$ cat src/rtl/sg_pkg.sv
package sg_pkg;
    typedef enum logic [2:0] {
        ST_IDLE       = 3'd0,
        ST_ADDR_CHECK = 3'd1,
        ST_MEM_READ   = 3'd2,
        ST_EVALUATE   = 3'd3,
        ST_DONE_OK    = 3'd4,
        ST_DONE_FAULT = 3'd5
    } sg_state_e;

    typedef enum logic [2:0] {
        RES_OK      = 3'd0,
        RES_SECFLT  = 3'd1,
        RES_MEMMAN  = 3'd2,
        RES_BUSFLT  = 3'd3,
        RES_INVEP   = 3'd4
    } sg_res_e;

    typedef enum logic [1:0] {
        CLS_SEC = 2'd0,
        CLS_MEM = 2'd1,
        CLS_BUS = 2'd2
    } sg_cls_e;

    // status field: bit 0 violation, bit 1 address valid
    localparam logic [1:0] STAT_SET = 2'b11;
    localparam logic [31:0] SG_SIGNATURE = 32'hFEFA_125A;
endpackage

$ cat src/rtl/sg_sp_sel.sv
module sg_sp_sel #(
    parameter int AW = 32
) (
    input  logic          use_psp_i,
    input  logic [AW-1:0] psp_i,
    input  logic [AW-1:0] msp_i,
    output logic [AW-1:0] sp_o
);
    always_comb begin
        sp_o = use_psp_i ? psp_i : msp_i;
    end
endmodule

$ cat src/rtl/sg_sig_cmp.sv
module sg_sig_cmp #(
    parameter int          DW  = 32,
    parameter logic [DW-1:0] SIG = '0
) (
    input  logic [DW-1:0] word_i,
    output logic          hit_o
);
    localparam logic [DW-1:0] LSB_MASK = {{(DW-1){1'b1}}, 1'b0};

    always_comb begin
        hit_o = ((word_i & LSB_MASK) == (SIG & LSB_MASK));
    end
endmodule

$ cat src/rtl/sg_fault_bank.sv
module sg_fault_bank
    import sg_pkg::*;
#(
    parameter int AW = 32
) (
    input  logic          clk,
    input  logic          rst_n,
    input  logic          rec_en_i,
    input  sg_cls_e       rec_cls_i,
    input  logic [AW-1:0] rec_addr_i,
    output logic [1:0]    sec_stat_o,
    output logic [AW-1:0] sec_far_o,
    output logic [1:0]    mm_stat_o,
    output logic [AW-1:0] mm_far_o,
    output logic [1:0]    bus_stat_o,
    output logic [AW-1:0] bus_far_o
);
    typedef struct packed {
        logic [1:0]    sec_stat;
        logic [AW-1:0] sec_far;
        logic [1:0]    mm_stat;
        logic [AW-1:0] mm_far;
        logic [1:0]    bus_stat;
        logic [AW-1:0] bus_far;
    } bank_t;

    bank_t bank_d, bank_q;

    always_comb begin
        bank_d = bank_q;
        if (rec_en_i) begin
            case (rec_cls_i)
                CLS_SEC: begin
                    bank_d.sec_stat = bank_q.sec_stat | STAT_SET;
                    bank_d.sec_far  = rec_addr_i;
                end
                CLS_MEM: begin
                    bank_d.mm_stat = bank_q.mm_stat | STAT_SET;
                    bank_d.mm_far  = rec_addr_i;
                end
                CLS_BUS: begin
                    bank_d.bus_stat = bank_q.bus_stat | STAT_SET;
                    bank_d.bus_far  = rec_addr_i;
                end
                default: ;
            endcase
        end
    end

    always_ff @(posedge clk or negedge rst_n) begin
        if (!rst_n) bank_q <= '0;
        else        bank_q <= bank_d;
    end

    assign sec_stat_o = bank_q.sec_stat;
    assign sec_far_o  = bank_q.sec_far;
    assign mm_stat_o  = bank_q.mm_stat;
    assign mm_far_o   = bank_q.mm_far;
    assign bus_stat_o = bank_q.bus_stat;
    assign bus_far_o  = bank_q.bus_far;

    // status bits once set never drop
    p_sticky_sec_r11: assert property (@(posedge clk) disable iff (!rst_n)
        (sec_stat_o & $past(sec_stat_o)) == $past(sec_stat_o));
    p_sticky_mm_r11: assert property (@(posedge clk) disable iff (!rst_n)
        (mm_stat_o & $past(mm_stat_o)) == $past(mm_stat_o));
    p_sticky_bus_r11: assert property (@(posedge clk) disable iff (!rst_n)
        (bus_stat_o & $past(bus_stat_o)) == $past(bus_stat_o));
    // an address register moves only when its class is recorded
    p_far_hold_r11: assert property (@(posedge clk) disable iff (!rst_n)
        !$past(rec_en_i) |-> ($stable(sec_far_o) && $stable(mm_far_o) && $stable(bus_far_o)));
endmodule

$ cat src/rtl/sg_entry_guard.sv
module sg_entry_guard
    import sg_pkg::*;
#(
    parameter int AW       = 32,
    parameter int DW       = 32,
    parameter int CTRL_W   = 4,
    parameter int SFPA_BIT = 3,
    parameter int GATE_BIT = 0
) (
    input  logic              clk,
    input  logic              rst_n,
    input  logic              start_i,
    input  logic              sec_ext_i,
    input  logic              handler_i,
    input  logic              use_psp_i,
    input  logic [AW-1:0]     psp_s_i,
    input  logic [AW-1:0]     msp_s_i,
    input  logic              trap_en_i,
    input  logic [DW-1:0]     lr_i,
    input  logic [CTRL_W-1:0] ctrl_s_i,
    output logic              chk_req_o,
    output logic [AW-1:0]     chk_addr_o,
    input  logic              chk_rsp_valid_i,
    input  logic              chk_attr_viol_i,
    input  logic              chk_other_viol_i,
    output logic              mem_req_valid_o,
    input  logic              mem_req_ready_i,
    output logic [AW-1:0]     mem_addr_o,
    input  logic              mem_rsp_valid_i,
    input  logic              mem_rsp_err_i,
    input  logic [DW-1:0]     mem_rsp_data_i,
    output logic              done_o,
    output logic [2:0]        result_o,
    output logic              secure_switch_o,
    output logic [DW-1:0]     lr_o,
    output logic [CTRL_W-1:0] ctrl_s_o,
    output logic              pend_sec_o,
    output logic              pend_mem_o,
    output logic              pend_bus_o,
    output logic [1:0]        sec_stat_o,
    output logic [AW-1:0]     sec_far_o,
    output logic [1:0]        mm_stat_o,
    output logic [AW-1:0]     mm_far_o,
    output logic [1:0]        bus_stat_o,
    output logic [AW-1:0]     bus_far_o
);
    localparam logic [DW-1:0]     LR_CLR   = {{(DW-1){1'b1}}, 1'b0};
    localparam logic [CTRL_W-1:0] FPA_CLR  = ~(CTRL_W'(1) << SFPA_BIT);
    localparam logic [DW-1:0]     SIG_WORD = DW'(SG_SIGNATURE);

    typedef struct packed {
        sg_state_e         st;
        sg_res_e           code;
        logic [AW-1:0]     addr;
        logic [DW-1:0]     lr;
        logic [CTRL_W-1:0] ctrl;
        logic              trap;
        logic [DW-1:0]     word;
        logic              issued;
    } ctx_t;

    ctx_t    ctx_d, ctx_q;
    logic [AW-1:0] sp_sel;
    logic    sig_hit;
    logic    rec_en;
    sg_cls_e rec_cls;

    sg_sp_sel #(.AW(AW)) u_sp_sel (
        .use_psp_i (use_psp_i),
        .psp_i     (psp_s_i),
        .msp_i     (msp_s_i),
        .sp_o      (sp_sel)
    );

    sg_sig_cmp #(.DW(DW), .SIG(SIG_WORD)) u_sig_cmp (
        .word_i (ctx_q.word),
        .hit_o  (sig_hit)
    );

    sg_fault_bank #(.AW(AW)) u_fault_bank (
        .clk        (clk),
        .rst_n      (rst_n),
        .rec_en_i   (rec_en),
        .rec_cls_i  (rec_cls),
        .rec_addr_i (ctx_q.addr),
        .sec_stat_o (sec_stat_o),
        .sec_far_o  (sec_far_o),
        .mm_stat_o  (mm_stat_o),
        .mm_far_o   (mm_far_o),
        .bus_stat_o (bus_stat_o),
        .bus_far_o  (bus_far_o)
    );

    always_comb begin
        ctx_d   = ctx_q;
        rec_en  = 1'b0;
        rec_cls = CLS_SEC;
        case (ctx_q.st)
            ST_IDLE: begin
                if (start_i) begin
                    ctx_d.addr   = sp_sel;
                    ctx_d.lr     = lr_i;
                    ctx_d.ctrl   = ctrl_s_i;
                    ctx_d.trap   = trap_en_i;
                    ctx_d.issued = 1'b0;
                    ctx_d.code   = RES_OK;
                    ctx_d.st     = (sec_ext_i && !handler_i) ? ST_ADDR_CHECK : ST_DONE_OK;
                end
            end
            ST_ADDR_CHECK: begin
                if (chk_rsp_valid_i) begin
                    if (chk_attr_viol_i) begin
                        ctx_d.code = RES_SECFLT;
                        ctx_d.st   = ST_DONE_FAULT;
                        rec_en     = 1'b1;
                        rec_cls    = CLS_SEC;
                    end else if (chk_other_viol_i) begin
                        ctx_d.code = RES_MEMMAN;
                        ctx_d.st   = ST_DONE_FAULT;
                        rec_en     = 1'b1;
                        rec_cls    = CLS_MEM;
                    end else begin
                        ctx_d.st   = ST_MEM_READ;
                    end
                end
            end
            ST_MEM_READ: begin
                if (!ctx_q.issued) begin
                    if (mem_req_ready_i) ctx_d.issued = 1'b1;
                end else if (mem_rsp_valid_i) begin
                    ctx_d.issued = 1'b0;
                    if (mem_rsp_err_i) begin
                        ctx_d.code = RES_BUSFLT;
                        ctx_d.st   = ST_DONE_FAULT;
                        rec_en     = 1'b1;
                        rec_cls    = CLS_BUS;
                    end else begin
                        ctx_d.word = mem_rsp_data_i;
                        ctx_d.st   = ST_EVALUATE;
                    end
                end
            end
            ST_EVALUATE: begin
                if (ctx_q.trap && (sig_hit || !ctx_q.ctrl[GATE_BIT])) begin
                    ctx_d.code = RES_INVEP;
                    ctx_d.st   = ST_DONE_FAULT;
                end else begin
                    ctx_d.st   = ST_DONE_OK;
                end
            end
            ST_DONE_OK, ST_DONE_FAULT: ctx_d.st = ST_IDLE;
            default:                   ctx_d.st = ST_IDLE;
        endcase
    end

    always_ff @(posedge clk or negedge rst_n) begin
        if (!rst_n) ctx_q <= '0;
        else        ctx_q <= ctx_d;
    end

    always_comb begin
        chk_req_o       = (ctx_q.st == ST_ADDR_CHECK);
        chk_addr_o      = ctx_q.addr;
        mem_req_valid_o = (ctx_q.st == ST_MEM_READ) && !ctx_q.issued;
        mem_addr_o      = ctx_q.addr;
        done_o          = (ctx_q.st == ST_DONE_OK) || (ctx_q.st == ST_DONE_FAULT);
        result_o        = ctx_q.code;
        secure_switch_o = (ctx_q.st == ST_DONE_OK);
        lr_o            = secure_switch_o ? (ctx_q.lr & LR_CLR) : ctx_q.lr;
        ctrl_s_o        = secure_switch_o ? (ctx_q.ctrl & FPA_CLR) : ctx_q.ctrl;
        pend_sec_o      = (ctx_q.st == ST_DONE_FAULT) && (ctx_q.code == RES_SECFLT);
        pend_mem_o      = (ctx_q.st == ST_DONE_FAULT) && (ctx_q.code == RES_MEMMAN);
        pend_bus_o      = (ctx_q.st == ST_DONE_FAULT) && (ctx_q.code == RES_BUSFLT);
    end

    // completion is a single-cycle pulse
    p_done_pulse_r12: assert property (@(posedge clk) disable iff (!rst_n)
        done_o |=> !done_o);
    // an accepted read is not re-requested before its response
    p_one_inflight_r12: assert property (@(posedge clk) disable iff (!rst_n)
        (mem_req_valid_o && mem_req_ready_i) |=> !mem_req_valid_o);
    // a read is only launched right after a passed address check
    p_read_after_chk_r4: assert property (@(posedge clk) disable iff (!rst_n)
        $rose(mem_req_valid_o) |-> $past(chk_req_o && chk_rsp_valid_i));
    // checked address does not move while the check is pending
    p_addr_stable_r3: assert property (@(posedge clk) disable iff (!rst_n)
        (chk_req_o && $past(chk_req_o)) |-> $stable(chk_addr_o));
    // the switch strobe only accompanies a successful completion
    p_switch_ok_r9: assert property (@(posedge clk) disable iff (!rst_n)
        secure_switch_o |-> (done_o && result_o == 3'd0));
    // at most one exception pended, and only with done
    p_pend_single_r7: assert property (@(posedge clk) disable iff (!rst_n)
        $onehot0({pend_sec_o, pend_mem_o, pend_bus_o}));
    p_pend_done_r5: assert property (@(posedge clk) disable iff (!rst_n)
        (pend_sec_o || pend_mem_o || pend_bus_o) |-> (done_o && !secure_switch_o));
    // an invalid-entry abort leaves the fault registers alone
    p_invep_quiet_r8: assert property (@(posedge clk) disable iff (!rst_n)
        (done_o && result_o == 3'd4) |-> ($stable(sec_stat_o) && $stable(mm_stat_o) && $stable(bus_stat_o)));
endmodule

$ cat config.mk
export PLATFORM = sky130hd
export DESIGN_NAME = sg_entry_guard
export DESIGN_NICKNAME = d
export VERILOG_FILES = /design/src/rtl/sg_pkg.sv /design/src/rtl/sg_sp_sel.sv /design/src/rtl/sg_sig_cmp.sv /design/src/rtl/sg_fault_bank.sv /design/src/rtl/sg_entry_guard.sv
export SDC_FILE = /design/constraint.sdc
export NUM_CORES = 1
export LEC_CHECK = 0
export BUFFER_PORTS_ARGS = -buffer_cell sky130_fd_sc_hd__buf_2
export CAP_MARGIN = 20
export CORE_ASPECT_RATIO = 1.4
export CORE_MARGIN = 3
export CORE_UTILIZATION = 35
export CTS_CLUSTER_SIZE = 12
export DETAILED_ROUTE_END_ITERATION = 8
export PLACE_DENSITY = 0.59
export SYNTH_ARGS = -nofsm -noshare
export SYNTH_HDL_FRONTEND = slang
export SYNTH_SLANG_ARGS = --single-unit
$ cat constraint.sdc
create_clock -name clk -period 4.8 [get_ports clk]
set_clock_uncertainty 0.2 [all_clocks]
set_input_delay 0.96 -clock clk [delete_from_list [all_inputs] [get_ports clk]]
set_output_delay 0.96 -clock clk [all_outputs]
set_load 0.05 [all_outputs]
# Word-level counts from Yosys, hierarchy flattened

Index checks and enable logic that the tools add are counted.

ROM bits: 0
Logic and storage cells: 92
Bits of input ports: 145
Memories: 0
Bits in latches: 0
Register bits after elaboration: 207
Output and inout bits: 212
RAM bits: 0

Add/subtract/negate cells: 0
$mul: 0
Shifts and indexed selects: 0
Reductions and logical operators: 23
Bitwise logic cells: 1
Muxes and demuxes: 36
Div/mod/pow operators: 0
Equal/unequal tests: 18
Magnitude comparators: 0

Operators by type and width:

| kind                 | count |
|---|---|
| $mux 75              | 1 |
| $mux 32              | 1 |
| $eq 31x31->1 const B | 1 |
| $mux 6               | 4 |
| $pmux 3 s4           | 2 |
| $mux 3               | 6 |
| $mux 1               | 15 |
| $eq 3x2->1 const B   | 4 |
| $ne 2x2->1 const B   | 5 |
| $reduce_and 2->1     | 5 |
| $reduce_and 4->1     | 2 |
| $reduce_and 8->1     | 1 |
| $eq 3x1->1 const B   | 2 |
| $eq 3x3->1 const B   | 2 |
| $logic_and 1x1->1    | 6 |
| $mux 2               | 3 |
| $mux 4               | 1 |
| $pmux 1 s2           | 2 |
| $pmux 2 s2           | 1 |
| $reduce_bool 4->1    | 1 |
| $logic_not 1->1      | 3 |
| $logic_not 3->1      | 1 |
| $ne 3x1->1 const B   | 1 |
| $eq 2x1->1 const B   | 1 |
| other kinds (6)      | 7 |

# Longest topological paths before layout

Depth after elaboration: 6
Mapped depth: 7
Depth with buffers taken out: 5

# Cells and area by module

Synthesis repeated with hierarchy kept, for this count alone.

Cell total of the unflattened synthesis: 642
Area total of the unflattened synthesis: 9519.1 sq um

By module, submodules not included:

| module         | area an instance (sq um) | cells each | times used |
|---|---|---|---|
| sg_entry_guard | 5142.4                   | 383        | 1 |
| sg_fault_bank  | 3727.3                   | 213        | 1 |
| sg_sp_sel      | 544.3                    | 36         | 1 |
| sg_sig_cmp     | 105.1                    | 10         | 1 |

# Least setup slack after synthesis

No wires, ideal clock.

Path type: reg2out
From: register ctx_q[107] (netlist bit)
To: output ctrl_s_o[3]
Stages on the path, launching flop included: 5
Path slack: 944 ps
Path buffers: 1
Required time: 3640 ps
Arrival time: 2696 ps
Cell sequence: dfrtp_1 clkbuf_1 nor2b_1 nor2b_1 nor2b_1

Longest elaborated chain between the ends: 2

RTL lines:

| what                     | line                  | text |
|---|---|---|
| start: declaration       | sg_entry_guard.sv:62  | `ctx_t ctx_d, ctx_q;` |
| start signal: assignment | sg_entry_guard.sv:158 | `else ctx_q <= ctx_d;` |
| $eq 3x3->1               | sg_entry_guard.sv:168 | `secure_switch_o = (ctx_q.st == ST_DONE_OK);` |
| net secure_switch_o      | sg_entry_guard.sv:34  | `output logic secure_switch_o,` |
| $mux 4                   | sg_entry_guard.sv:170 | `ctrl_s_o = secure_switch_o ? (ctx_q.ctrl & FPA_CLR) : ctx_q.ctrl;` |
| end: declaration         | sg_entry_guard.sv:36  | `output logic [CTRL_W-1:0] ctrl_s_o,` |

The timed path passes the listed nets, and every way through them passes these cells.

# Worst setup path in the final report

From: register ctx_q[105] (netlist bit)
To: output chk_req_o

Longest elaborated chain between the ends: 1

RTL lines:

| what             | line                  | text |
|---|---|---|
| $eq 3x1->1       | sg_entry_guard.sv:162 | `chk_req_o = (ctx_q.st == ST_ADDR_CHECK);` |
| end: declaration | sg_entry_guard.sv:21  | `output logic chk_req_o,` |

Every way passes these cells.

==> results.md <==
* Total track usage at 15.5%
* Crit path launch: ctx_q[105]
* CP cell instances: nor3b_2, buf_2
* Setup TNS at 0 ns
* Met2 Use GR at 28.3%
* Startpoint Class: flop
* DR pass1 iterations at 4
* DRC Markers at 0
* Top FF cell, synth: dfrtp_1
* Largest net degree at the start of global routing at 106
* R2r setup slk at 2.15 ns
* Async S/R FF share, synth at 100%
* Worst-path clk slew at 0.06 ns
* Clock Tree Buf Depth at 3
* Crit path time final at 3.13 ns
* Yosys top cell by area: dfrtp_1
* Max cap viols at 0
* Worst skew pair latency at 0.50 ns
* Yosys top cell area share at 57.3%
* WL/cell at 17.6 um
* Die height at 196 um
* Share of layout cells above drive strength 1 at 60.0%
* Mapped Area at 8990 um2
* Worst Reg-to-Reg Cells at 4
* CP max FO at 10
* Critical path buffers and inverters at 1
* Final WL at 22,000 um
* Synth cell count leaders: dfrtp_1 (206), mux2_2 (158), buf_4 (104)
* Avg Vias per Cell at 4.67
* Met1 usage at 18.3%
* #FFs+latches synth at 206
* Most Crowded Layer GR: met2
* Least-Margin Pin Slew at 1.06 ns
* Slew HR at 29.4%
* Synth Instances at 671
* CP endpoint kind: primary output
* Initial antenna violation count at 0
* Hold crit path type: flop to flop
* H-tree levels at 1
* Resized Gates After CTS at 0
* Critical path class: flop to primary output
* Core area at 25,000 um2
* CTS tree: yes
* Filler cells at 2,386
* Top Ports at 357
* Remaining Overflow, GRT at 0
* Initial Utilization at 35.9%
* Hold Fails Final Rpt at 0
* Syn. warnings at 0
* Worst path max stage delay at 0.57 ns
* Die width at 141 um
* FF/Latch Area at 5150 um2
* Worst-case hold path end point: ctx_q[16]
* Post-CTS Setup Repair Bufs at 0
* RSZ-0062 raised after global routing: false
* Num rows at 68
* First-pass GRT wire length at 34,600 um
* Vias at 5,855
* Synthesis-to-layout area growth at 23.1%
* Hold_buf cts at 0
* Most instantiated library cell after synthesis: dfrtp_1
* Synthesized net count at 816
* Top area cells in the synthesized netlist: dfrtp_1 (57%), mux2_2 (20%), buf_4 (8.7%)
* Final ANT Viol Nets at 0
* Critical Path RT at 3.64 ns
* Met3 Use GR at 3.18%
* Syn Area/Cell at 13.4 um2
* Initial DRC count at 187
* CTS root buf: clkbuf_16
* Top Family by Delay on Critical Path: flip-flops
* Slowest-stage cell, CP: dfrtp_1
* Worst R2R End: u_fault_bank.sec_far_o[4]
* Critical hold path startpoint: ctx_q[16]
* Final GP Congestion at 0.751
* Full die area at 27,700 um2
* Final period util at 65.2%
* Max Clk Rate at 319 MHz
* Crit path arrival time at 1.97 ns
* Nets at 1,073
* DPL Wire Length at 15,900 um
* Input/output buffers at 355
* Sequential area share after synthesis at 57.3%
* EDFF count, synth at 0
* Reg-to-Reg Start: ctx_q[105]
* Core Util, Final at 44.3%
* Yosys cell types at 36
* CTS Sinks at 206
* Hold depth at 1
* Num CTS Buffers at 22
* Area of the multi-input gates at 2930 um2
* ANT cells at 0
* Status: finished, final reports clean
* Final Slew Violations at 0
* Final setup fails at 0
* Vias in the first global route at 6,166
-- metrics by stage --
step                      cell area [um2]  setup WS, ns  hold slack (ns)  instances
after floorplan                      8990         0.944            0.248        671
after global placement              10400          1.87            0.262       1218
after detailed placement            10400          1.82            0.268       1218
after CTS                           11000          1.63            0.286       1252
after global routing                11100          1.49            0.305       1253
final                               11100          1.67            0.281       1253
-- worst max-delay path by stage --
stage	depth (start not counted)	slack [ns]	endpoint
floorplan	4	0.94	ctrl_s_o[3]
global placement	6	1.87	chk_addr_o[30]
detailed placement	6	1.82	chk_addr_o[9]
CTS	5	1.63	pend_mem_o
global route	5	1.49	pend_mem_o
finish	2	1.67	chk_req_o
-- placed cells by master (no fill, tap or decap), types with 2 or more instances in the layout --
master     count
nand2_1        9
o21ai_0        5
buf_2        354
dfrtp_1      206
nor2_1        38
nor4b_2        2
nand4b_1       3
nand4_1        3
clkbuf_16     23
nor3_2         2
buf_4          9
mux2_2       158
a21oi_1       36
mux2i_1       34
clkbuf_1       5
a31oi_1        3
clkbuf_8       3
nand2b_1       5
mux2_1         6
nor2b_1        4
inv_1          6
clkinv_2       3
-- sequential cells by signal, summed over array words and instances, names as in the netlist --
name and flops:
u_fault_bank.mm_far_o 32, ctx_q 72, chk_addr_o 32, u_fault_bank.bus_stat_o 1, u_fault_bank.bus_far_o 32, u_fault_bank.sec_stat_o 1, result_o 3, u_fault_bank.sec_far_o 32
u_fault_bank.mm_stat_o 1
-- logic make-up after synthesis --
family | synth area share (%)
and+or+nand+nor | 4.70
DFF | 57.3
AOI/OAI and AO/OA | 3.21
muxes | 24.5
buffers and inverters | 10.3
-- metal layers --
metal	vias to the layer above	part of all wire [%]
li1	2738	-
met1	2870	38
met2	213	52
met3	34	6.8
met4	0	2.2
met5	-	0
-- layout make-up --
class / count / share of cell area, %
Sequential cell: 206 / 46.6
Multi-Input combinational cell: 326 / 26.5
Timing Repair Buffer: 366 / 17.2
Clock buffer: 30 / 5.62
Tap cell: 315 / 3.56
Clock inverter: 4 / 0.407
Inverter: 6 / 0.203
Power is not shown: default switching activity piles up to over one toggle a cycle in this logic, so the estimate is an artifact.
